--- src/rtl/atm_rx_pkg.sv ---
// Shared definitions for the receive screen: slot layout, output formats,
// the delay-line entry type and small helper functions.
package atm_rx_pkg;

    localparam int SLOT_LEN   = 57;
    localparam int HDR_FIRST  = 4;
    localparam int HDR_LAST   = 7;
    localparam int HEC_POS    = 8;
    localparam int PAY_FIRST  = 9;
    localparam int IDX_W      = $clog2(SLOT_LEN);
    localparam int HDR_W      = 32;
    localparam int N_CNT      = 4;
    localparam int RD_AW      = $clog2(N_CNT + 1);
    localparam logic [7:0] HEC_COSET = 8'h55;

    typedef enum logic [1:0] {
        FMT_SLOT    = 2'd0,
        FMT_CELL    = 2'd1,
        FMT_NOHEC   = 2'd2,
        FMT_PAYLOAD = 2'd3
    } fmt_e;

    typedef struct packed {
        logic             vld;
        logic [IDX_W-1:0] idx;
        logic [7:0]       data;
        logic             perr;
    } octet_t;

    // One octet of CRC-8 with polynomial x^8+x^2+x+1, MSB first.
    function automatic logic [7:0] crc8_step(input logic [7:0] crc, input logic [7:0] d);
        logic [7:0] c;
        logic       fb;
        c = crc;
        for (int i = 7; i >= 0; i--) begin
            fb = c[7] ^ d[i];
            c  = {c[6:0], 1'b0} ^ (fb ? 8'h07 : 8'h00);
        end
        return c;
    endfunction

    // True when slot index idx is part of the selected output format.
    function automatic logic fmt_keeps(input fmt_e f, input logic [IDX_W-1:0] idx);
        case (f)
            FMT_SLOT:  return 1'b1;
            FMT_CELL:  return idx >= IDX_W'(HDR_FIRST);
            FMT_NOHEC: return (idx >= IDX_W'(HDR_FIRST)) && (idx != IDX_W'(HEC_POS));
            default:   return idx >= IDX_W'(PAY_FIRST);
        endcase
    endfunction

    // First index the selected format emits.
    function automatic logic [IDX_W-1:0] fmt_first(input fmt_e f);
        case (f)
            FMT_SLOT:    return '0;
            FMT_PAYLOAD: return IDX_W'(PAY_FIRST);
            default:     return IDX_W'(HDR_FIRST);
        endcase
    endfunction

endpackage

--- src/rtl/atm_hdr_filter.sv ---
// Header screen: compares the assembled header with N_FILT masked match
// words and returns the lowest-numbered enabled hit. It also flags idle
// headers (bits 27:4 zero, bit 0 set). Purely combinational; assumes the
// caller samples the outputs only when the header is complete.
module atm_hdr_filter #(
    parameter int N_FILT = 4,
    parameter int HW     = 32,
    localparam int PW    = (N_FILT > 1) ? $clog2(N_FILT) : 1
) (
    input  logic [HW-1:0]        hdr,
    input  logic [N_FILT-1:0]    flt_en,
    input  logic [N_FILT*HW-1:0] flt_val,
    input  logic [N_FILT*HW-1:0] flt_mask,
    output logic                 hit,
    output logic [PW-1:0]        port,
    output logic                 idle
);

    logic [N_FILT-1:0] match;

    // One masked comparator per filter.
    for (genvar g = 0; g < N_FILT; g++) begin : g_cmp
        assign match[g] = flt_en[g] &&
            (((hdr ^ flt_val[g*HW +: HW]) & flt_mask[g*HW +: HW]) == '0);
    end

    // Priority pick: scanning down leaves the lowest match in place.
    always_comb begin
        hit  = 1'b0;
        port = '0;
        for (int i = N_FILT - 1; i >= 0; i--) begin
            if (match[i]) begin
                hit  = 1'b1;
                port = PW'(i);
            end
        end
    end

    // Idle header pattern: VPI/VCI zero with CLP set.
    assign idle = (hdr[27:4] == '0) && hdr[0];

    // check: the chosen port matches and no lower one does.
    always_comb begin
        if (hit) begin
            a_r4_lowest_wins: assert (match[port] &&
                ((match & ((N_FILT'(1) << port) - N_FILT'(1))) == '0))
                else $error("lowest-match priority broken");
        end
    end

endmodule

--- src/rtl/atm_octet_delay.sv ---
// Header lookahead line: every clock the input entry moves one stage on.
// The output taps stage DEPTH_LONG-1 or DEPTH_SHORT-1, so an entry leaves
// exactly D cycles after it entered. Assumes the depth select is static
// while slots are in flight.
module atm_octet_delay
    import atm_rx_pkg::*;
#(
    parameter int DEPTH_SHORT = 6,
    parameter int DEPTH_LONG  = 10
) (
    input  logic   clk,
    input  logic   rst_n,
    input  logic   deep,
    input  octet_t din,
    output octet_t dout
);

    octet_t stage [DEPTH_LONG];

    // Shift register advancing every cycle.
    always_ff @(posedge clk) begin
        if (!rst_n) begin
            for (int i = 0; i < DEPTH_LONG; i++) stage[i] <= '0;
        end else begin
            stage[0] <= din;
            for (int i = 1; i < DEPTH_LONG; i++) stage[i] <= stage[i-1];
        end
    end

    // Output tap selection.
    assign dout = deep ? stage[DEPTH_LONG-1] : stage[DEPTH_SHORT-1];

    // consecutive leaving octets of a slot keep their index order.
    a_r7_index_order: assert property (@(posedge clk) disable iff (!rst_n)
        (dout.vld && $past(dout.vld) && dout.idx != '0)
        |-> (dout.idx == $past(dout.idx) + IDX_W'(1)))
        else $error("delay line reordered octets");

endmodule

--- src/rtl/atm_evt_counters.sv ---
// Counter bank: N_CNT saturating event counters, cleared on read, and an
// interrupt source word with one bit per counter. A bit is set when an
// event meets a full counter and is cleared by reading address N_CNT.
// Assumes CNT_W >= N_CNT so the source word fits the read bus.
module atm_evt_counters
    import atm_rx_pkg::*;
#(
    parameter int CNT_W = 8
) (
    input  logic             clk,
    input  logic             rst_n,
    input  logic [N_CNT-1:0] ev,
    input  logic             rd_stb,
    input  logic [RD_AW-1:0] rd_addr,
    output logic [CNT_W-1:0] rd_data,
    input  logic [N_CNT-1:0] irq_en,
    output logic             irq
);

    localparam logic [CNT_W-1:0] CNT_MAX = '1;

    logic [CNT_W-1:0] cnt [N_CNT];
    logic [N_CNT-1:0] src;
    logic [N_CNT-1:0] ovf;
    logic [N_CNT-1:0] rd_hit;
    logic             rd_src;

    assign rd_src = rd_stb && (rd_addr == RD_AW'(N_CNT));

    for (genvar g = 0; g < N_CNT; g++) begin : g_cnt
        assign rd_hit[g] = rd_stb && (rd_addr == RD_AW'(g));
        assign ovf[g]    = ev[g] && (cnt[g] == CNT_MAX) && !rd_hit[g];

        // Count, saturate, and clear on read (an event in the read cycle is kept).
        always_ff @(posedge clk) begin
            if (!rst_n)          cnt[g] <= '0;
            else if (rd_hit[g])  cnt[g] <= ev[g] ? CNT_W'(1) : '0;
            else if (ev[g] && cnt[g] != CNT_MAX) cnt[g] <= cnt[g] + CNT_W'(1);
        end

        a_r11_saturate: assert property (@(posedge clk) disable iff (!rst_n)
            (cnt[g] == CNT_MAX && !rd_hit[g]) |=> (cnt[g] == CNT_MAX))
            else $error("counter left saturation");

        a_r12_src_sticky: assert property (@(posedge clk) disable iff (!rst_n)
            (src[g] && !rd_src) |=> src[g])
            else $error("interrupt source bit lost");
    end

    // Interrupt source: overflow sets, read clears, set wins.
    always_ff @(posedge clk) begin
        if (!rst_n) src <= '0;
        else        src <= (rd_src ? '0 : src) | ovf;
    end

    // Read multiplexer.
    always_comb begin
        rd_data = CNT_W'(src);
        for (int i = 0; i < N_CNT; i++) begin
            if (rd_addr == RD_AW'(i)) rd_data = cnt[i];
        end
    end

    assign irq = |(src & irq_en);

endmodule

--- src/rtl/atm_rx_screen.sv ---
// Top of the receive screen. It indexes the incoming slot, assembles the
// header and HEC, runs the filter, and records the decision for the slot.
// It delays the octets through the lookahead line and emits the selected
// format on the chosen port with a cell-ok flag.
// Assumes the 57 octets of a slot arrive on consecutive cycles, in_soc marks
// index 0, and configuration is static while slots are in flight.
module atm_rx_screen
    import atm_rx_pkg::*;
#(
    parameter int N_PORT      = 4,
    parameter int CNT_W       = 8,
    parameter int DEPTH_SHORT = 6,
    parameter int DEPTH_LONG  = 10,
    localparam int PW         = (N_PORT > 1) ? $clog2(N_PORT) : 1
) (
    input  logic                   clk,
    input  logic                   rst_n,
    input  logic                   in_valid,
    input  logic                   in_soc,
    input  logic [7:0]             in_data,
    input  logic                   in_par,
    input  logic [1:0]             cfg_fmt,
    input  logic                   cfg_utopia,
    input  logic                   cfg_deep,
    input  logic [1:0]             cfg_chk_en,
    input  logic [N_PORT-1:0]      flt_en,
    input  logic [N_PORT*HDR_W-1:0] flt_val,
    input  logic [N_PORT*HDR_W-1:0] flt_mask,
    input  logic                   rd_stb,
    input  logic [RD_AW-1:0]       rd_addr,
    output logic [CNT_W-1:0]       rd_data,
    input  logic [N_CNT-1:0]       irq_en,
    output logic                   irq,
    output logic [N_PORT-1:0]      out_port_valid,
    output logic [7:0]             out_data,
    output logic                   out_soc,
    output logic                   out_par,
    output logic                   out_cell_ok
);

    localparam int EV_IDLE = 0;
    localparam int EV_MISS = 1;
    localparam int EV_HEC  = 2;
    localparam int EV_PAR  = 3;

    // ---------------- input side ----------------
    logic [IDX_W-1:0] in_cnt, cur_idx;
    logic [23:0]      hdr_sr;
    logic [HDR_W-1:0] hdr_full;
    logic [7:0]       crc;
    logic             at_hdr_end, at_hec, hec_bad, in_perr;
    logic             f_hit, f_idle;
    logic [PW-1:0]    f_port;
    logic [N_CNT-1:0] ev;
    fmt_e             fmt_eff;
    logic             deep_eff;

    assign cur_idx    = in_soc ? '0 : in_cnt;
    assign at_hdr_end = in_valid && (cur_idx == IDX_W'(HDR_LAST));
    assign at_hec     = in_valid && (cur_idx == IDX_W'(HEC_POS));
    assign hdr_full   = {hdr_sr, in_data};
    assign hec_bad    = (in_data != (crc ^ HEC_COSET));
    assign in_perr    = in_par ^ (^in_data);
    assign fmt_eff    = cfg_utopia ? FMT_CELL : fmt_e'(cfg_fmt);
    assign deep_eff   = cfg_deep || (fmt_eff == FMT_SLOT);

    // Slot index counter for the next input octet.
    always_ff @(posedge clk) begin
        if (!rst_n)        in_cnt <= '0;
        else if (in_valid) in_cnt <= cur_idx + IDX_W'(1);
    end

    // Header octet collector (first three header octets; the fourth is live).
    always_ff @(posedge clk) begin
        if (!rst_n) hdr_sr <= '0;
        else if (in_valid && cur_idx >= IDX_W'(HDR_FIRST) && cur_idx < IDX_W'(HDR_LAST))
            hdr_sr <= {hdr_sr[15:0], in_data};
    end

    // Running CRC-8 over the four header octets.
    always_ff @(posedge clk) begin
        if (!rst_n) crc <= '0;
        else if (in_valid && cur_idx == IDX_W'(HDR_FIRST)) crc <= crc8_step(8'h00, in_data);
        else if (in_valid && cur_idx > IDX_W'(HDR_FIRST) && cur_idx <= IDX_W'(HDR_LAST))
            crc <= crc8_step(crc, in_data);
    end

    atm_hdr_filter #(.N_FILT(N_PORT), .HW(HDR_W)) u_filter (
        .hdr      (hdr_full),
        .flt_en   (flt_en),
        .flt_val  (flt_val),
        .flt_mask (flt_mask),
        .hit      (f_hit),
        .port     (f_port),
        .idle     (f_idle)
    );

    // ---------------- slot decision ----------------
    logic          pend_hit, held_hit, pend_hec, held_hec;
    logic [PW-1:0] pend_port, held_port;

    // Decision of the newest slot: route at the last header octet, HEC one later.
    always_ff @(posedge clk) begin
        if (!rst_n) begin
            pend_hit  <= 1'b0;
            pend_port <= '0;
            pend_hec  <= 1'b0;
        end else begin
            if (at_hdr_end) begin
                pend_hit  <= f_hit && !f_idle;
                pend_port <= f_port;
            end
            if (at_hec) pend_hec <= hec_bad;
        end
    end

    // Event strobes toward the counter bank.
    always_comb begin
        ev          = '0;
        ev[EV_IDLE] = at_hdr_end && f_idle;
        ev[EV_MISS] = at_hdr_end && !f_idle && !f_hit;
        ev[EV_HEC]  = at_hec && hec_bad && cfg_chk_en[0];
        ev[EV_PAR]  = in_valid && in_perr && cfg_chk_en[1];
    end

    // ---------------- lookahead line ----------------
    octet_t line_in, head;

    assign line_in = '{vld: in_valid, idx: cur_idx, data: in_data, perr: in_perr};

    atm_octet_delay #(.DEPTH_SHORT(DEPTH_SHORT), .DEPTH_LONG(DEPTH_LONG)) u_delay (
        .clk   (clk),
        .rst_n (rst_n),
        .deep  (deep_eff),
        .din   (line_in),
        .dout  (head)
    );

    // ---------------- output side ----------------
    logic          use_pend, dec_hit, dec_hec, emit, perr_sofar, perr_sticky;
    logic [PW-1:0] dec_port;

    assign use_pend = head.idx <= IDX_W'(HEC_POS);
    assign dec_hit  = use_pend ? pend_hit  : held_hit;
    assign dec_port = use_pend ? pend_port : held_port;
    assign dec_hec  = use_pend ? pend_hec  : held_hec;

    // Hold the decision once the leaving slot passes its HEC position.
    always_ff @(posedge clk) begin
        if (!rst_n) begin
            held_hit  <= 1'b0;
            held_port <= '0;
            held_hec  <= 1'b0;
        end else if (head.vld && head.idx == IDX_W'(HEC_POS)) begin
            held_hit  <= pend_hit;
            held_port <= pend_port;
            held_hec  <= pend_hec;
        end
    end

    assign perr_sofar = ((head.idx == '0) ? 1'b0 : perr_sticky) | head.perr;

    // Parity failure seen so far in the leaving slot.
    always_ff @(posedge clk) begin
        if (!rst_n)        perr_sticky <= 1'b0;
        else if (head.vld) perr_sticky <= perr_sofar;
    end

    assign emit = head.vld && dec_hit && fmt_keeps(fmt_eff, head.idx);

    // Output drive, all from registered state.
    always_comb begin
        out_port_valid = '0;
        out_data       = '0;
        out_soc        = 1'b0;
        out_cell_ok    = 1'b0;
        if (emit) begin
            out_port_valid[dec_port] = 1'b1;
            out_data    = head.data;
            out_soc     = head.idx == fmt_first(fmt_eff);
            out_cell_ok = !(cfg_chk_en[0] && dec_hec) && !(cfg_chk_en[1] && perr_sofar);
        end
    end
    assign out_par = ^out_data;

    atm_evt_counters #(.CNT_W(CNT_W)) u_counters (
        .clk     (clk),
        .rst_n   (rst_n),
        .ev      (ev),
        .rd_stb  (rd_stb),
        .rd_addr (rd_addr),
        .rd_data (rd_data),
        .irq_en  (irq_en),
        .irq     (irq)
    );

    // ---------------- assertions ----------------
    a_r3_port_onehot: assert property (@(posedge clk) disable iff (!rst_n)
        $onehot0(out_port_valid))
        else $error("more than one port strobe");

    a_r8_soc_with_strobe: assert property (@(posedge clk) disable iff (!rst_n)
        out_soc |-> (|out_port_valid))
        else $error("start flag without an octet");

    a_r9_ok_with_strobe: assert property (@(posedge clk) disable iff (!rst_n)
        out_cell_ok |-> (|out_port_valid))
        else $error("cell-ok without an octet");

    a_r10_ok_stays_low: assert property (@(posedge clk) disable iff (!rst_n)
        ((|out_port_valid) && !out_cell_ok) |=> (!(|out_port_valid) || out_soc || !out_cell_ok))
        else $error("cell-ok recovered inside a cell");

    a_r2_cell_only: assert property (@(posedge clk) disable iff (!rst_n)
        (cfg_utopia && (|out_port_valid)) |-> (head.idx >= IDX_W'(HDR_FIRST)))
        else $error("overhead octet emitted in 53-octet mode");

endmodule

--- config.mk ---
export PLATFORM = sky130hd
export DESIGN_NAME = atm_rx_screen
export DESIGN_NICKNAME = d
export VERILOG_FILES = /design/src/rtl/atm_rx_pkg.sv /design/src/rtl/atm_hdr_filter.sv /design/src/rtl/atm_octet_delay.sv /design/src/rtl/atm_evt_counters.sv /design/src/rtl/atm_rx_screen.sv
export SDC_FILE = /design/constraint.sdc
export NUM_CORES = 1
export LEC_CHECK = 0
export BUFFER_PORTS_ARGS = -buffer_cell sky130_fd_sc_hd__buf_2
export CAP_MARGIN = 20
export CORE_ASPECT_RATIO = 0.75
export CORE_MARGIN = 1.5
export CORE_UTILIZATION = 51
export DETAILED_ROUTE_END_ITERATION = 7
export PLACE_DENSITY = 0.75
export SLEW_MARGIN = 10
export SYNTH_ARGS = -nofsm -noshare
export SYNTH_HDL_FRONTEND = slang
export SYNTH_SLANG_ARGS = --single-unit
--- constraint.sdc ---
create_clock -name clk -period 5.1 [get_ports clk]
set_clock_uncertainty 0.2 [all_clocks]
set_input_delay 1.02 -clock clk [delete_from_list [all_inputs] [get_ports clk]]
set_output_delay 1.02 -clock clk [all_outputs]
set_load 0.01 [all_outputs]
Yosys cells after proc, flatten, opt, wreduce, memory -nomap -nowiden --
Memory sizes are Yosys's and may differ from the RTL's. Cells that the tools add are included.
Storage, ports and cells: register bits 51, RAM bits 192, bits of input ports 287, output and inout bits 24, memories kept 2
Operators by class: add/sub/neg operators 5, order comparisons 9, equal/unequal tests 22, mux-type cells 99, bitwise logic cells 61, reductions and logical operators 66
Memory list:
- u_delay.stage | words 10, bits a word 16, rd ports 10, clocked after Yosys merged registers in 0, wr ports 10, line atm_octet_delay.sv:18 | octet_t stage [DEPTH_LONG];
- u_counters.cnt | words 4, bits a word 8, rd ports 4, clocked after Yosys merged registers in 0, wr ports 4, line atm_evt_counters.sv:22 | logic [CNT_W-1:0] cnt [N_CNT];
Operators with widths (count):
- two-way mux 16 bit | 11
- bitwise AND 32 bit | 4
- logical NOT 32 bit | 4
- bitwise XOR 32 bit | 4
- two-way mux 8 bit | 15
- bitwise XOR 8 x 3 -> 8 bit | 11
- two-way mux 3 bit | 16
- logical AND 1 bit | 45
- two-way mux 1 bit | 44
- adder 8 x 1 -> 8 bit, second input constant | 4
- equality test 8 bit, second input constant | 4
- != test 8 bit, second input constant | 4
- logical NOT 24 bit | 1
- bitwise OR 1 bit | 19
- XOR reduction 8 bit | 2
- equality test 6 x 3 -> 1 bit, second input constant | 2
- equality test 6 x 4 -> 1 bit, second input constant | 2
- >= comparator 6 x 3 -> 1 bit, second input constant | 2
- two-way mux 2 bit | 6
- two-way mux 6 bit | 2
- bitwise XOR 1 bit | 11
- logical NOT 1 bit | 8
- two-way mux 4 bit | 2
- != test 8 bit | 1
- 32 further kinds | 38

Logic depth before layout (Yosys ltp) --
Gate-level depths: netlist (run 1).
word-level depth 26, depth in mapped cells 12, mapped depth without buffers 9

Hierarchy --
Synthesis (run 1) repeated with hierarchy kept, for this count alone.
Unflattened totals: cells, all modules 1232, area total of the unflattened synthesis 11932.7 sq um
By module, submodules not included:
- atm_octet_delay | instances 1, cells each 355, area each 4544.4 sq um, sequential area each 3203.1 sq um
- atm_rx_screen | instances 1, cells each 393, area each 3159.3 sq um, sequential area each 940.9 sq um
- atm_evt_counters | instances 1, cells each 232, area each 2240.9 sq um, sequential area each 1041.0 sq um
- atm_hdr_filter | instances 1, cells each 252, area each 1988.2 sq um, sequential area each 0.0 sq um

Least setup slack after synthesis (run 1) --
Ideal clock, no wire load.
path kind input port to output port, from in cfg_utopia, to out out_soc, arrival 3.400 ns, data required time 3.880 ns, path slack 0.480 ns, stages 9, path through nand2b_1 -> ha_1 -> nor2_1 -> mux2i_1 -> nand3b_2 -> a21boi_1 -> a211o_1 -> a221o_1 -> nor3_1
On the way: longest elaborated chain between the ends 9, elaborated cells between the ends (all ways) 20, those cells by class order compare: 3; eq/ne: 5; mux: 7; reduce/logical: 5
RTL lines:
- start, declared | line atm_rx_screen.sv:23 | input logic cfg_utopia,
- two-way mux 2 bit * | line atm_rx_screen.sv:64 | assign fmt_eff = cfg_utopia ? FMT_CELL : fmt_e'(cfg_fmt);
- logical NOT 2 bit | line atm_rx_pkg.sv:44, atm_rx_pkg.sv:54, atm_rx_screen.sv:65
- logical OR 1 bit | line atm_rx_screen.sv:65 | assign deep_eff = cfg_deep || (fmt_eff == FMT_SLOT);
- two-way mux 16 bit | line atm_octet_delay.sv:31 | assign dout = deep ? stage[DEPTH_LONG-1] : stage[DEPTH_SHORT-1];
- >= comparator 6 x 3 -> 1 bit (tied with other cells) | line atm_rx_pkg.sv:46, atm_rx_pkg.sv:47
- logical AND 1 bit or two-way mux 1 bit (tied branches) | line atm_rx_pkg.sv:47, atm_rx_screen.sv:144
- one-hot mux 1 bit (3 select lines) or logical AND 1 bit (tied branches) | line atm_rx_pkg.sv:44, atm_rx_screen.sv:169
- logical AND 1 bit | line atm_rx_screen.sv:169 | assign emit = head.vld && dec_hit && fmt_keeps(fmt_eff, head.idx);
- two-way mux 1 bit * | line atm_rx_screen.sv:177 | if (emit) begin
- end, declared | line atm_rx_screen.sv:36 | output logic out_soc,
Every way passes the cells marked *; elsewhere a longest branch is shown, timed or not. The select of a mux whose other input is x is not followed.

Final worst setup path (run 1) --
from in cfg_utopia, to out out_data[0]
On the way: longest elaborated chain between the ends 9, elaborated cells between the ends (all ways) 16, those cells by class order compare: 3; eq/ne: 3; mux: 5; reduce/logical: 5
RTL lines:
- two-way mux 2 bit * | line atm_rx_screen.sv:64
- logical NOT 2 bit | line atm_rx_pkg.sv:44, atm_rx_screen.sv:65
- logical OR 1 bit | line atm_rx_screen.sv:65
- two-way mux 16 bit | line atm_octet_delay.sv:31
- >= comparator 6 x 3 -> 1 bit (tied with other cells) | line atm_rx_pkg.sv:46, atm_rx_pkg.sv:47
- logical AND 1 bit or two-way mux 1 bit (tied branches) | line atm_rx_pkg.sv:47, atm_rx_screen.sv:144
- one-hot mux 1 bit (3 select lines) or logical AND 1 bit (tied branches) | line atm_rx_pkg.sv:44, atm_rx_screen.sv:169
- logical AND 1 bit | line atm_rx_screen.sv:169
- two-way mux 8 bit * | line atm_rx_screen.sv:177
- end, declared | line atm_rx_screen.sv:35 | output logic [7:0] out_data,
Every way passes the cells marked *; elsewhere a longest branch is shown, timed or not.

==> results of run 1 <==
## power by group
part | switching [mW] | internal, mW | total (mW) | leakage, nW
clock | 0.705 | 1.05 | 1.76 | 0.395
sequential | 0.0264 | 1.97 | 2.00 | 2.04
combinational | 0.237 | 0.210 | 0.447 | 3.76
total | 0.969 | 3.24 | 4.20 | 6.19
## routing by layer
layer,GRT usage [%],vias to the layer above
met4,9.40,0
li1,-,4580
met1,39.3,4452
met2,45.5,481
met3,9.97,80
met5,0,-
## stage by stage
step | worst slack [ns] | setup TNS (ns) | power, mW | area (um^2)
2_1_floorplan | 0.480 | 0 | 2.27 | 11500
3_3_place_gp | 0.0529 | 0 | 2.47 | 13200
3_5_place_dp | -0.0455 | -0.107 | 2.48 | 13200
4_1_cts | 0.0101 | 0 | 4.22 | 14000
5_1_grt | 0.0163 | 0 | 4.35 | 14000
6_report | 0.116 | 0 | 4.20 | 14000
## worst reg2reg max path, delay by kind of cell, from the launching register on
family	cells	cell delay (ns)
fa+ha+maj	1	0.42
flops	1	0.31
simple gates	5	1.48
buf+inv	1	0.07
compound gates	2	0.54
## path summary, 6_finish.rpt
check / from / end / slack (ns) / cells after the start
min: u_delay.stage[0][22] / u_delay.stage[0][38] / 0.23 / 1
max reg2reg: in_cnt[0] / u_counters.cnt[2][6] / 1.71 / 9
max: cfg_utopia / out_data[0] / 0.12 / 12
min reg2reg: u_delay.stage[0][22] / u_delay.stage[0][38] / 0.23 / 1
## registers in the layout, summed over array words and instances (netlist names)
register        cells
in_cnt              6
u_delay.stage     160
held_port           2
held_hec            1
pend_hec            1
pend_hit            1
perr_sticky         1
hdr_sr             24
crc                 8
held_hit            1
u_counters.src      4
pend_port           2
u_counters.cnt     32
## layout make-up
class / instances / area (um^2) / share of cell area, %
Clock inverter: 10 / 108 / 0.767
Timing Repair Buffer: 324 / 1660 / 11.8
Sequential cell: 243 / 5180 / 37.0
Tap cell: 294 / 368 / 2.62
Inverter: 20 / 75.1 / 0.535
Clock buffer: 31 / 689 / 4.91
Antenna cell: 5 / 12.5 / 0.0892
Multi-Input combinational cell: 853 / 5930 / 42.3
## cell usage in the layout (no fill, tap or decap), types with 3 or more instances in the layout
master     instances
a21boi_0          30
a21oi_1           11
a21oi_2            7
a221oi_1           7
a222oi_1           4
a22o_1             8
a22oi_1           45
a31oi_1            5
and2_1           168
and3_1            13
buf_2            310
buf_4             14
clkbuf_1           3
clkbuf_16         26
clkinv_2           5
dfxtp_1          211
diode_2            5
edfxtp_1          32
ha_1              11
inv_1             20
mux2_2             4
mux2i_1           15
mux4_2             7
nand2_1           90
nand2b_1           6
nand3_1           26
nand3b_1           3
nand4_1           18
nor2_1            50
nor2_2             4
nor2b_1           17
nor3_1            12
nor3b_1            3
nor4_1             4
nor4b_1            3
o211ai_1           5
o21ai_0           41
o22ai_1            3
xnor2_1           49
xor2_1           154
## logic make-up after synthesis
family / after synthesis / synth area share, %
AO/OA/AOI/OAI: 185 / 11.5
XOR/XNOR: 203 / 15.5
adder cells (fa/ha/maj): 12 / 1.31
buffers and inverters: 97 / 3.35
flip-flops: 243 / 45.1
multiplexers: 26 / 3.07
AND/OR/NAND/NOR: 427 / 20.1
## what timing repair did
item,CTS,global route
hold buffers,0,0
endpoints found under the setup margin,11,9
pin swaps,0,1
gates resized for setup,1,3
==> results.txt, run 1 <==
Synth area leader: dfxtp_1
Final Setup Violations: 0
Core Box Area: 0.0221 mm^2
Die height: 133 um
Layout Area Growth over Synthesis: 22.1%
Total die area: 0.0234 mm^2
Max VDD drop: 0.198 mV
Cell repeated most along the worst path: buf_2
Fraction of layout cells with a size suffix above 1: 26.7%
Largest net degree at the start of global routing: 80
Root Driver: clkbuf_16
Final period util: 97.7%
Nets: 1,764
Sink Count: 243
Met2 wire length: 15,600 um
Gr ovfl total: 0
Ports: 311
Via Count: 9,593
Syn nets: 1,492
Metal-1 WL: 14,500 um
Max Slew Vio Count: 0
Syn Area/Cell: 9.63 um^2
Asr flop ratio synth: 0%
Clk pin slew, worst setup/hold paths: 0.06 ns
Detailed placer's ending HPWL: 27,200 um
Deepest clock path buffer count: 3
RSZ-0062 raised after global routing: no
Num CTS Buffers: 23
Routed Antenna Nets: 0
Critical path's top delay family: compound AO/OA/AOI/OAI gates
Final core occ: 63.6%
Top sig layer: met4
Fillers: 1,879
CP max stage delay: 0.55 ns
Post-layout min period: 4.98 ns
Initial core utilization: 52.1%
Worst setup EP type: output pin
Relative slew slack: 45.3%
1st-iter DRT viols: 974
Worst-Margin Slew: 0.818 ns
Yosys warning count: 0
Mapped cell area: 0.0115 mm^2
Main area contributors after synthesis: dfxtp_1, xor2_1, and2_1
CTS tree: yes
Setup CP Type: in -> out
1st-pass router iterations: 6
Via density: 5.39
Max Fclk: 0.201 GHz
Most frequent cell after synthesis: dfxtp_1
Met3 routed WL: 4040 um
Vias in the first global route: 9,147
# rows: 47
Post-synth EDFFs: 32
Die X: 176 um
PwrDens: 300 mW/mm^2
Slowest stage cell, crit path: or4_4
CP Launch Type: primary input
First-pass GRT wire length: 52,400 um
Top post-synthesis cells by count: dfxtp_1, and2_1, xor2_1
Pleak: 6.19 nW
Fin cells: 1,780
H-tree depth: 1
Buf/Inv on CP: 3
Sequential area share after synthesis: 45.1%
Distinct cells, synth: 58
RePlAce Congestion: 0.961
CP cell instances: buf_2 -> nand2b_1 -> ha_2 -> or4_4 -> o31ai_4 -> nand3b_4 -> a21boi_1 -> a211o_1 -> a221o_2 -> buf_4 -> a21oi_1 -> buf_2
Avg WL per Cell: 19.8 um
Hold Path Class: reg -> reg
Top cell type's share of synthesized area: 36.8%
CP required: 3.88 ns
Skew-Pair Late Insertion Delay: 0.50 ns
Worst hold margin: 0.230 ns
Worst Path Arrival: 3.76 ns
Gate Count Post-Synth: 1,193
# port buffers: 310
Post-CTS setup buffers: 0
Final hold viol count: 0
Seq cells post-synth: 243
Status: finished clean
Tot GR Track Use: 29.6%
Total Routed Length: 35,200 um
Ys flop type: dfxtp_1
Antenna violations before repair: 5
Number of placed cells counting well taps: 1,733
Post-route DRC: 0
Crit path max fanout: 7
Max_cap viols: 0
No activity file was read; power rests on OpenSTA's default activity.
==> run 2: changes to the inputs <==
- ABC_AREA: default -> 1
- ABC_CLOCK_PERIOD_IN_PS: default -> 5100
- PLACE_DENSITY: 0.75 -> 0.74
- SKIP_LAST_GASP: default -> 1
==> results.txt, run 2 <==
First-pass GRT wire length: 53,900 um
RePlAce Congestion: 0.948
CP required: 3.88 ns
Relative slew slack: 38.8%
Sequential share of power: 48.5%
Hold Path Class: reg -> reg
Distinct cells, synth: 47
Fraction of layout cells with a size suffix above 1: 25.0%
Die height: 137 um
Worst setup EP type: output pin
Antenna violations before repair: 11
Via density: 4.94
Worst Path Arrival: 3.53 ns
Root Driver: clkbuf_16
H-tree depth: 1
Routed Antenna Nets: 0
Core Box Area: 0.0233 mm^2
Detailed placer's ending HPWL: 27,100 um
Skew-Pair Late Insertion Delay: 0.51 ns
Worst reg-to-reg path cell count: 9
Layout Area Growth over Synthesis: 20.1%
Clock share of power: 40.2%
1st-pass router iterations: 6
Clk pin slew, worst setup/hold paths: 0.06 ns
Cell repeated most along the worst path: nand2_1
Most common cell after layout, fill and taps aside: nand2_1
Largest net degree at the start of global routing: 104
Worst-Margin Slew: 0.918 ns
Total Routed Length: 34,400 um
Sw Pwr: 976 uW
Yosys warning count: 0
Top cell type's share of synthesized area: 34.5%
Gate Count Post-Synth: 1,735
Vias in the first global route: 10,600
CTS tree: yes
Design Area, Final: 0.0147 mm^2
Final setup TNS: 0 ns
Setup CP Type: in -> out
Critical path's top delay family: simple AND/OR/NAND/NOR gates
Crit path max fanout: 11
Ports: 311
Max FFs per register: 160
Gr ovfl total: 0
FF-to-FF setup slack: 1.81 ns
Buf/Inv on CP: 3
Largest regs: u_delay.stage: 160 flops, u_counters.cnt: 32 flops, hdr_sr: 24 flops
Fillers: 2,158
Die X: 182 um
Max Slew Vio Count: 0
Post-layout min period: 4.75 ns
1st-iter DRT viols: 913
Post-route DRC: 0
CP cell instances: buf_2 -> nor2_1 -> inv_1 -> ha_1 -> nor2_4 -> nand2_1 -> nand2_2 -> nand3_1 -> nand2_1 -> nand3_1 -> nand2_1 -> nor2b_2 -> nand2_1 -> a21oi_1 -> nand2_1 -> nand2_1 -> nand2_1 -> nand2_1 -> nand2_1 -> buf_2
Avg WL per Cell: 14.7 um
Max VDD drop: 0.214 mV
Final Setup Violations: 0
Register area: 0.00518 mm^2
Pleak: 7.78 nW
Multi-input logic area: 0.00569 mm^2
Final period util: 93.1%
Int Pwr: 3.12 mW
CP max stage delay: 0.27 ns
Nets: 2,312
# rows: 48
Total die area: 0.0250 mm^2
Post-synth EDFFs: 32
Via Count: 11,600
Gate power share: 11.3%
Post-CTS Hold Fix Bufs: 0
Max_cap viols: 0
Initial core utilization: 52.6%
Seq cells post-synth: 243
Hold path depth: 2
Critical Path Stages: 20
Main area contributors after synthesis: dfxtp_1, nand2_1, inv_1
Largest reg by FF count: u_delay.stage
Tot GR Track Use: 27.6%
Placed cell areas: 0.0140 mm^2
Most frequent cell after synthesis: nand2_1
Syn nets: 2,034
Slowest stage cell, crit path: nand2_1
Most frequent cells in the layout: nand2_1, buf_2, inv_1
Status: finished clean
PwrDens: 279 mW/mm^2
Max Fclk: 0.211 GHz
RSZ-0062 raised after global routing: no
Final hold viol count: 0
Final WS setup: 0.350 ns
Synth area leader: dfxtp_1
Syn Area/Cell: 7.06 um^2
Switching Share: 23.8%
Mapped cell area: 0.0123 mm^2
Asr flop ratio synth: 0%
CP Launch Type: primary input
Ys flop type: dfxtp_1
Sequential area share after synthesis: 42.3%
Num CTS Buffers: 22
Deepest clock path buffer count: 3
Top post-synthesis cells by count: nand2_1, inv_1, dfxtp_1
# port buffers: 310
Place WS: 0.244 ns
Sink Count: 243
run 2: final cells by class:
class / instances / share of cell area, %
multi-input cells: 1137 / 38.6
flip-flops and latches: 243 / 35.2
repair buffers: 319 / 11.0
inverters: 290 / 7.40
clock buffers: 32 / 4.47
well taps: 300 / 2.55
clock inverters: 6 / 0.459
diodes: 12 / 0.204
run 2: repair_timing:
action,in CTS,in global routing
setup endpoints to repair,0,4
setup buffers,0,0
endpoints found under the hold margin,0,0
gates resized for setup,0,1
run 2: final timing paths:
| kind | startpoint | to |
|---|---|---|
| max | cfg_utopia | out_par |
| min | u_delay.stage[0][31] | u_delay.stage[0][47] |
| max reg2reg | hdr_sr[2] | u_counters.cnt[1][1] |
| min reg2reg | u_delay.stage[0][31] | u_delay.stage[0][47] |
run 2: worst register-to-register path, stage by stage (launching register included):
cell and delay, ns:
dfxtp_1 0.44, or2_2 0.35, nand3_1 0.07, nand4_1 0.22, nor3_1 0.79, nand3_1 0.25
nand2_1 0.16, nor2_1 0.06, nand4_2 0.17, nand2_1 0.26
run 2: power by group through the flow:
stage	sequential [mW]	combinational, mW	clock, mW
after floorplan	2.02	0.266	0
after global placement	2.03	0.446	0
after detailed placement	2.03	0.456	0
after CTS	1.99	0.459	1.68
after global routing	1.99	0.515	1.77
final	1.99	0.463	1.65
run 2: logic make-up after synthesis:
family                   synth area share (%)
buffers and inverters                    11.3
AND/OR/NAND/NOR                          34.7
flip-flops                               42.3
AO/OA/AOI/OAI                            7.10
adder cells (fa/ha/maj)                  1.23
XOR/XNOR                                 3.36
run 2: per-stage QoR:
step | std cells | hold slack [ns] | power (mW) | util (%)
floorplan | 1735 | 0.190 | 2.29 | -
global placement | 2289 | 0.192 | 2.48 | 59.9
detailed placement | 2289 | 0.196 | 2.49 | 59.9
CTS | 2327 | 0.201 | 4.13 | 63.0
global route | 2338 | 0.214 | 4.27 | 63.1
finish | 2339 | 0.206 | 4.10 | 63.1
run 2: per-layer routing:
metal  wire, um  track usage (%)
met1      15100             35.3
met2      15800             45.9
met3       2590             6.13
met4        979             10.4
met5          0                0
